==> config.mk <==
export PLATFORM = sky130hd
export DESIGN_NAME = mbist_seq
export DESIGN_NICKNAME = d
export VERILOG_FILES = /design/src/rtl/mbist_pkg.sv /design/src/rtl/mbist_pat_gen.sv /design/src/rtl/mbist_addr_gen.sv /design/src/rtl/mbist_cmp.sv /design/src/rtl/mbist_seq.sv
export SDC_FILE = /design/constraint.sdc
export NUM_CORES = 1
export LEC_CHECK = 0
export BUFFER_PORTS_ARGS = -buffer_cell sky130_fd_sc_hd__buf_4
export CAP_MARGIN = 5
export CORE_MARGIN = 3
export CORE_UTILIZATION = 48
export DETAILED_ROUTE_END_ITERATION = 7
export GPL_TIMING_DRIVEN = 1
export PLACE_DENSITY = 0.82
export SKIP_LAST_GASP = 1
export SLEW_MARGIN = 25
export SYNTH_ARGS = -nofsm -noshare
export SYNTH_HDL_FRONTEND = slang
export SYNTH_HIERARCHICAL = 1
export SYNTH_SLANG_ARGS = --single-unit
==> constraint.sdc <==
create_clock -name clk_i -period 2.9 [get_ports clk_i]
set_clock_uncertainty 0.05 [all_clocks]
set_input_delay 0.29 -clock clk_i [delete_from_list [all_inputs] [get_ports clk_i]]
set_output_delay 0.29 -clock clk_i [all_outputs]
set_load 0.05 [all_outputs]
==> src/rtl/mbist_pkg.sv <==
`timescale 1ns/1ps
package mbist_pkg;

    localparam int unsigned WORD_W = 32;
    localparam logic [WORD_W-1:0] CRC_POLY = 32'h04C11DB7;

    typedef enum logic [3:0] {
        ST_IDLE,
        ST_WSEED,
        ST_WADDR,
        ST_WCMD,
        ST_WDRAIN,
        ST_WFIN,
        ST_RSTART,
        ST_RSEED,
        ST_RADDR,
        ST_RCMD,
        ST_RWBADDR,
        ST_RWBCMD,
        ST_RDRAIN,
        ST_RFIN
    } seq_state_e;

    typedef enum logic [1:0] {
        MODE_WR_ONLY   = 2'd0,
        MODE_WR_RD     = 2'd1,
        MODE_WR_RDWB   = 2'd2,
        MODE_RDWB_ONLY = 2'd3
    } test_mode_e;

    // one CRC32 shift step of a data word
    function automatic logic [WORD_W-1:0] crc_step(input logic [WORD_W-1:0] w);
        return {w[WORD_W-2:0], 1'b0} ^ (w[WORD_W-1] ? CRC_POLY : '0);
    endfunction

endpackage

==> src/rtl/mbist_pat_gen.sv <==
`timescale 1ns/1ps
module mbist_pat_gen
    import mbist_pkg::*;
#(
    parameter int unsigned NUM_PAT = 5
) (
    input  logic                        clk_i,
    input  logic                        rst_ni,
    input  logic                        fill_fixed_i,
    input  logic                        init_i,
    input  logic                        run_i,
    input  logic [WORD_W-1:0]           seed_i,
    output logic [NUM_PAT*WORD_W-1:0]   pat_o,
    output logic                        last_o
);

    localparam int unsigned CNT_W = (NUM_PAT > 1) ? $clog2(NUM_PAT) : 1;

    logic [WORD_W-1:0] lfsr_q;
    logic [WORD_W-1:0] lfsr_nxt;
    logic [CNT_W-1:0]  cnt_q;

    assign lfsr_nxt = crc_step(lfsr_q);
    assign last_o   = run_i && (cnt_q == CNT_W'(NUM_PAT - 1));

    always_ff @(posedge clk_i or negedge rst_ni) begin
        if (!rst_ni) begin
            lfsr_q <= '0;
            cnt_q  <= '0;
        end else if (init_i) begin
            lfsr_q <= seed_i;
            cnt_q  <= '0;
        end else if (run_i) begin
            lfsr_q <= lfsr_nxt;
            cnt_q  <= last_o ? '0 : cnt_q + 1'b1;
        end
    end

    for (genvar k = 0; k < NUM_PAT; k++) begin : g_word
        logic [WORD_W-1:0] word_q;
        always_ff @(posedge clk_i or negedge rst_ni) begin
            if (!rst_ni) begin
                word_q <= '0;
            end else if (fill_fixed_i) begin
                word_q <= seed_i;
            end else if (run_i && (cnt_q == CNT_W'(k))) begin
                word_q <= lfsr_nxt;
            end
        end
        assign pat_o[k*WORD_W +: WORD_W] = word_q;
    end

    // the seeding phase cannot end before every word is filled
    p_seed_len_r7: assert property (@(posedge clk_i) disable iff (!rst_ni)
        (run_i && !last_o && !init_i) |=> run_i);

endmodule

==> src/rtl/mbist_addr_gen.sv <==
`timescale 1ns/1ps
module mbist_addr_gen #(
    parameter int unsigned ADDR_W = 8
) (
    input  logic              clk_i,
    input  logic              rst_ni,
    input  logic              restart_i,
    input  logic              step_i,
    input  logic [ADDR_W-1:0] lo_i,
    input  logic [ADDR_W-1:0] hi_i,
    output logic [ADDR_W-1:0] addr_o,
    output logic              last_o
);

    logic              first_q;
    logic [ADDR_W-1:0] addr_q;

    always_ff @(posedge clk_i or negedge rst_ni) begin
        if (!rst_ni) begin
            first_q <= 1'b1;
            addr_q  <= '0;
        end else if (restart_i) begin
            first_q <= 1'b1;
        end else if (step_i) begin
            addr_q  <= first_q ? lo_i : addr_q + 1'b1;
            first_q <= 1'b0;
        end
    end

    assign addr_o = addr_q;
    assign last_o = !first_q && (addr_q == hi_i);

    // the controller never steps beyond the inclusive upper bound
    p_no_step_past_end_r4: assert property (@(posedge clk_i) disable iff (!rst_ni)
        step_i |-> !last_o);

endmodule

==> src/rtl/mbist_cmp.sv <==
`timescale 1ns/1ps
module mbist_cmp
    import mbist_pkg::*;
#(
    parameter int unsigned NUM_PAT = 5,
    parameter int unsigned ADDR_W  = 8
) (
    input  logic                      clk_i,
    input  logic                      rst_ni,
    input  logic                      clr_i,
    input  logic                      chk_i,
    input  logic [ADDR_W-1:0]         addr_i,
    input  logic [WORD_W-1:0]         data_i,
    input  logic [NUM_PAT*WORD_W-1:0] pat_i,
    output logic                      err_o
);

    localparam int unsigned IDX_W = (NUM_PAT > 1) ? $clog2(NUM_PAT) : 1;

    logic [WORD_W-1:0] pat_arr [NUM_PAT];
    logic [ADDR_W-1:0] sel;
    logic [IDX_W-1:0]  idx;
    logic              miss;
    logic              err_q;

    for (genvar k = 0; k < NUM_PAT; k++) begin : g_unpack
        assign pat_arr[k] = pat_i[k*WORD_W +: WORD_W];
    end

    assign sel  = addr_i % ADDR_W'(NUM_PAT);
    assign idx  = IDX_W'(sel);
    assign miss = chk_i && (data_i != pat_arr[idx]);

    always_ff @(posedge clk_i or negedge rst_ni) begin
        if (!rst_ni) begin
            err_q <= 1'b0;
        end else if (clr_i) begin
            err_q <= 1'b0;
        end else if (miss) begin
            err_q <= 1'b1;
        end
    end

    assign err_o = err_q;

    // once set, the flag holds until a start clears it
    p_err_sticky_r11: assert property (@(posedge clk_i) disable iff (!rst_ni)
        (err_o && !clr_i) |=> err_o);

endmodule

==> src/rtl/mbist_seq.sv <==
`timescale 1ns/1ps
module mbist_seq
    import mbist_pkg::*;
#(
    parameter int unsigned ADDR_W  = 8,
    parameter int unsigned NUM_PAT = 5
) (
    input  logic                      clk_i,
    input  logic                      rst_ni,
    input  logic                      start_i,
    input  logic [1:0]                mode_i,
    input  logic                      dtype_i,
    input  logic [WORD_W-1:0]         seed_i,
    input  logic [ADDR_W-1:0]         addr_lo_i,
    input  logic [ADDR_W-1:0]         addr_hi_i,
    input  logic                      sched_rdy_i,
    input  logic                      rd_vld_i,
    input  logic [ADDR_W-1:0]         rd_addr_i,
    input  logic [WORD_W-1:0]         rd_data_i,
    output logic                      cmd_vld_o,
    output logic                      cmd_wr_o,
    output logic [ADDR_W-1:0]         cmd_addr_o,
    output logic [NUM_PAT*WORD_W-1:0] pat_o,
    output logic                      busy_o,
    output logic                      done_o,
    output logic                      err_o
);

    seq_state_e        state_q, state_nxt;
    test_mode_e        mode_q;
    logic              dtype_q;
    logic [WORD_W-1:0] seed_q;
    logic [ADDR_W-1:0] lo_q, hi_q;
    logic              done_q;

    logic              start_acc;
    logic              pass_init;
    logic              seed_run;
    logic              seed_last;
    logic              addr_step;
    logic              addr_last;
    logic              fill_fixed;
    logic              wb_mode;
    logic [WORD_W-1:0] seed_src;

    assign start_acc  = start_i && (state_q == ST_IDLE);
    assign wb_mode    = (mode_q == MODE_WR_RDWB) || (mode_q == MODE_RDWB_ONLY);
    assign fill_fixed = start_acc && !dtype_i;
    assign seed_src   = (state_q == ST_IDLE) ? seed_i : seed_q;

    // captured test setup
    always_ff @(posedge clk_i or negedge rst_ni) begin
        if (!rst_ni) begin
            mode_q  <= MODE_WR_ONLY;
            dtype_q <= 1'b0;
            seed_q  <= '0;
            lo_q    <= '0;
            hi_q    <= '0;
        end else if (start_acc) begin
            mode_q  <= test_mode_e'(mode_i);
            dtype_q <= dtype_i;
            seed_q  <= seed_i;
            lo_q    <= addr_lo_i;
            hi_q    <= addr_hi_i;
        end
    end

    // state register
    always_ff @(posedge clk_i or negedge rst_ni) begin
        if (!rst_ni) begin
            state_q <= ST_IDLE;
        end else begin
            state_q <= state_nxt;
        end
    end

    // end-of-test pulse, seen in the first idle cycle
    always_ff @(posedge clk_i or negedge rst_ni) begin
        if (!rst_ni) begin
            done_q <= 1'b0;
        end else begin
            done_q <= (state_q == ST_RFIN) ||
                      ((state_q == ST_WFIN) && (mode_q == MODE_WR_ONLY));
        end
    end

    // next-state logic
    always_comb begin
        state_nxt = state_q;
        unique case (state_q)
            ST_IDLE: begin
                if (start_i) begin
                    if (test_mode_e'(mode_i) == MODE_RDWB_ONLY) state_nxt = ST_RSTART;
                    else if (dtype_i)                           state_nxt = ST_WSEED;
                    else                                        state_nxt = ST_WADDR;
                end
            end
            ST_WSEED:   if (seed_last) state_nxt = ST_WADDR;
            ST_WADDR:   state_nxt = ST_WCMD;
            ST_WCMD: begin
                if (sched_rdy_i) state_nxt = addr_last ? ST_WDRAIN : ST_WADDR;
            end
            ST_WDRAIN:  if (sched_rdy_i) state_nxt = ST_WFIN;
            ST_WFIN:    state_nxt = (mode_q == MODE_WR_ONLY) ? ST_IDLE : ST_RSTART;
            ST_RSTART:  state_nxt = dtype_q ? ST_RSEED : ST_RADDR;
            ST_RSEED:   if (seed_last) state_nxt = ST_RADDR;
            ST_RADDR:   state_nxt = ST_RCMD;
            ST_RCMD: begin
                if (sched_rdy_i) begin
                    if (wb_mode)        state_nxt = ST_RWBADDR;
                    else if (addr_last) state_nxt = ST_RDRAIN;
                    else                state_nxt = ST_RADDR;
                end
            end
            ST_RWBADDR: state_nxt = ST_RWBCMD;
            ST_RWBCMD: begin
                if (sched_rdy_i) state_nxt = addr_last ? ST_RDRAIN : ST_RADDR;
            end
            ST_RDRAIN:  if (sched_rdy_i) state_nxt = ST_RFIN;
            ST_RFIN:    state_nxt = ST_IDLE;
            default:    state_nxt = ST_IDLE;
        endcase
    end

    // outputs and datapath controls
    always_comb begin
        cmd_vld_o = 1'b0;
        cmd_wr_o  = 1'b0;
        seed_run  = 1'b0;
        addr_step = 1'b0;
        pass_init = start_acc;
        unique case (state_q)
            ST_WSEED, ST_RSEED: seed_run  = 1'b1;
            ST_WADDR, ST_RADDR: addr_step = 1'b1;
            ST_WCMD, ST_RWBCMD: begin
                cmd_vld_o = 1'b1;
                cmd_wr_o  = 1'b1;
            end
            ST_RCMD:            cmd_vld_o = 1'b1;
            ST_RSTART:          pass_init = 1'b1;
            default:            ;
        endcase
    end

    assign busy_o = (state_q != ST_IDLE);
    assign done_o = done_q;

    mbist_pat_gen #(.NUM_PAT(NUM_PAT)) u_pat (
        .clk_i        (clk_i),
        .rst_ni       (rst_ni),
        .fill_fixed_i (fill_fixed),
        .init_i       (pass_init),
        .run_i        (seed_run),
        .seed_i       (seed_src),
        .pat_o        (pat_o),
        .last_o       (seed_last)
    );

    mbist_addr_gen #(.ADDR_W(ADDR_W)) u_addr (
        .clk_i     (clk_i),
        .rst_ni    (rst_ni),
        .restart_i (pass_init),
        .step_i    (addr_step),
        .lo_i      (lo_q),
        .hi_i      (hi_q),
        .addr_o    (cmd_addr_o),
        .last_o    (addr_last)
    );

    mbist_cmp #(.NUM_PAT(NUM_PAT), .ADDR_W(ADDR_W)) u_cmp (
        .clk_i  (clk_i),
        .rst_ni (rst_ni),
        .clr_i  (start_acc),
        .chk_i  (rd_vld_i),
        .addr_i (rd_addr_i),
        .data_i (rd_data_i),
        .pat_i  (pat_o),
        .err_o  (err_o)
    );

    // an unaccepted command is held unchanged
    p_cmd_hold_r5: assert property (@(posedge clk_i) disable iff (!rst_ni)
        (cmd_vld_o && !sched_rdy_i) |=> (cmd_vld_o && $stable(cmd_addr_o) && $stable(cmd_wr_o)));

    // an address-preparation cycle follows every accepted command
    p_gap_after_accept_r6: assert property (@(posedge clk_i) disable iff (!rst_ni)
        (cmd_vld_o && sched_rdy_i) |=> !cmd_vld_o);

    // the end pulse comes while idle and lasts one cycle
    p_done_idle_r10: assert property (@(posedge clk_i) disable iff (!rst_ni)
        done_o |-> !busy_o);
    p_done_pulse_r10: assert property (@(posedge clk_i) disable iff (!rst_ni)
        done_o |=> !done_o);

    // an accepted start makes the block busy
    p_start_busy_r2: assert property (@(posedge clk_i) disable iff (!rst_ni)
        start_acc |=> busy_o);

endmodule

==> run metrics <==
uppermost layer routed=met4; Leak=9.82 nW; Nets=2017; Cell Pwr Density=1270 nW/um^2; top-area cell type share of the netlist area=0.399; number of global-route vias before repair=15100; reg2reg end=u_pat/g_word[0].word_q[22]$_DFFE_PN0P_; Iter 0 DRT Violations=about 1400; Sink Count=261; Buf/Inv on CP=7; met2 wire length=28.3 mm; Synth Instances=between 1000 and 1500; top post-synthesis cells by area=dfrtp_1, mux2_2, mux4_2, mux2i_1, mux2_1; Reg2Reg Setup Slack=approximately 0.07 ns; final-report hold violation count=0; Gate power share=0.592; Slew Viols, Final=0; worst-margin pin slew=0.803 ns; number of enable flip-flop cells after synthesis=0; Synth cell types=113; Inst Count DP=approximately 2200; RSZ-0062 raised after global routing=yes; GR Overflow Total=0; Top FF cell, synth=dfrtp_1; min-delay worst type=in2reg; status=finished with violations; fmax=roughly 0.20 GHz; initial core utilization=0.494; failing checks=negative setup slack; H-tree levels=1; vias per inst=slightly above 6; Yosys reg bits=261; Port Buf Inserts=268; Hold EP=u_cmp/err_o$_DFFE_PN0P_; first-pass GRT wire length=90.4 mm; final worst slack=-2.01 ns; CP Launch Type=input pin; HPWL Detailed=roughly 43 mm; deepest clock path buffer count=3; register area share after synthesis=0.401; Mapped Area=16300 um^2; clock network fraction of design power=0.135; post-route DRC violation count=0; hold path cells=3; I/O pins=269; Switching Fraction=0.493; CP max FO=6; Non-Filler Instances=2375; VDD IR max=0.00104 V; P_int=14.0 mW; reg2reg start=state_q[1]$_DFFE_PN0P_; most instantiated library cell after synthesis=dfrtp_1; number of CTS-inserted buffers=28; root buffer cell=clkbuf_16; Yosys Warn Count=6; crit path capture type=register; crit path DAT=5.27 ns; via count=14700; Net Count, Synth=1590; most frequent CP cell=ha_4; Core Area=33000 um^2; pin count of the biggest net entering global routing=slightly above 90; proportion of layout cells with a drive suffix above 1=0.404; mean area per synthesized cell=between 10 and 15 um^2; hold_sp=rd_vld_i; DR WL/cell=25.0 um; Worst-path clk slew=~0.070 ns; Setup violations, final=1; CP required=3.26 ns; crit path kind=in2reg; Yosys top cell by area=dfrtp_1; Worst slew margin=0.464; Sequential Power Share=0.272; CP peak stage delay=0.37 ns; drt total wl=59.4 mm; initial antenna violation count=0; Rows=66; TritonRoute pass-1 iters=5; WHS=0.0304 ns; die height=about 190 um; max cap viols=0; crit path max-delay cell type=or3b_4; worst-skew pair later-pin latency=0.58 ns; die footprint=36200 um^2; Final ANT Viol Nets=0; CTS tree=done; ys async rst share=1.00; reg2reg path depth=8; Sw Pwr=13.7 mW; area grow syn2layout=33.5%; minimum clock period=4.91 ns; die span in x=about 190 um; GRT Util Overall=0.321; commonest cells in the netlist=dfrtp_1, mux2_2, o21ai_0; wl on met1=22.5 mm; delay-heaviest family, CP=compound AO/OA/AOI/OAI gates; GPL Wtd Cong=0.970; period utilisation layout=1.69; Met3 Wirelength=5.28 mm
==> cell families (layout without fill, tap and decap cells) <==
family	after synthesis	count (layout)	synth area share
compound gates	362	362	0.153
xor+xnor	57	57	0.0306
fa+ha+maj	11	11	0.00844
buf+inv	153	602	0.0497
flops	261	261	0.401
mux	349	349	0.266
other cells	0	1	0
simple gates	290	290	0.0918
==> sequential cells by signal (all words and copies together) (netlist names) <==
signal / cells
u_pat/lfsr_q: 32
u_addr/first_q: 1
lo_q: 8
u_pat/g_word.word_q: 160
hi_q: 8
mode_q: 2
dtype_q: 1
seed_q: 32
state_q: 4
done_o: 1
u_addr/addr_o: 8
u_cmp/err_o: 1
u_pat/cnt_q: 3
==> worst max-delay path by stage <==
stage,start,endpoint,slack [ns],depth (start not counted)
after detailed placement,rd_addr_i[6],u_cmp/err_o$_DFFE_PN0P_,-2.89,27
after CTS,rd_addr_i[0],u_cmp/err_o$_DFFE_PN0P_,-1.93,24
after floorplan,rd_addr_i[1],u_cmp/err_o$_DFFE_PN0P_,-2.77,27
final,rd_addr_i[6],u_cmp/err_o$_DFFE_PN0P_,-2.01,27
after global routing,rd_addr_i[6],u_cmp/err_o$_DFFE_PN0P_,-2.25,29
after global placement,rd_addr_i[6],u_cmp/err_o$_DFFE_PN0P_,-2.89,27
==> power groups by stage <==
stage / Clock, mW / Sequential [mW] / Combinational [mW]
6_report: 3.75 / 7.55 / 16.4
5_1_grt: 3.93 / 7.75 / 17.2
4_1_cts: 3.79 / 7.48 / 16.0
3_5_place_dp: 0 / 7.51 / 15.6
3_3_place_gp: 0 / 7.41 / 15.2
2_1_floorplan: 0 / 10.3 / 7.35
==> timing repair <==
action,4_1_cts,5_1_grt
cloned,1,0
pin swaps,34,23
buffers inserted,15,9
hold endpoints to repair,136,0
gates resized for setup,66,27
hold buffers,52,0
endpoints found under the setup margin,1,1
==> per-stage QoR <==
step	setup slack, ns	util	instance area (um^2)	setup TNS (ns)	power [mW]
floorplan	-2.77	-	16400	-2.77	17.6
global placement	-2.89	0.595	19600	-2.89	22.6
detailed placement	-2.89	0.595	19600	-2.89	23.1
CTS	-1.93	0.653	21600	-1.93	27.3
global route	-2.25	0.659	21800	-2.25	28.9
finish	-2.01	0.659	21800	-2.01	27.7
==> final cells by class <==
| type | instances | area [um^2] |
|---|---|---|
| multi-input combinational | 1069 | 9440 |
| inverter | 47 | 179 |
| fill | 2506 | 11300 |
| sequential | 261 | 6530 |
| clock buffer | 38 | 788 |
| tap | 442 | 553 |
| clock inverter | 14 | 179 |
| antenna | 1 | 2.50 |
| timing repair buffer | 503 | 4100 |
==> worst min-delay path: stages <==
cell,delay (ns)
buf_4,0.12
o21bai_1,0.13
a31oi_1,0.04
==> placed cells by master (no fill, tap or decap), drive strengths merged, types with 5 or more instances in the layout <==
cell         instances
a2111oi              5
a211oi              12
a21o                47
a21oi               47
a221oi               8
a31oi                7
and3                 7
buf                450
clkbuf              38
clkinv              11
dfrtp              260
dlygate4sd3         52
ha                  11
inv                 45
mux2               208
mux2i               95
mux4                46
nand2              108
nand2b              11
nand3               18
nand4               11
nand4bb              5
nor2                63
nor2b                6
nor3                17
nor4                13
o2111ai             10
o211ai              10
o21ai              133
o221ai               5
o22ai               14
o311ai               7
o41ai                6
xnor2               36
xor2                21
==> routing by layer <==
layer / vias up / track usage
li1: 6377 / -
met1: 7365 / 0.406
met4: 0 / 0.145
met3: 178 / 0.0651
met5: - / 0
met2: 765 / 0.533
Power figures use the tool's default switching activity.
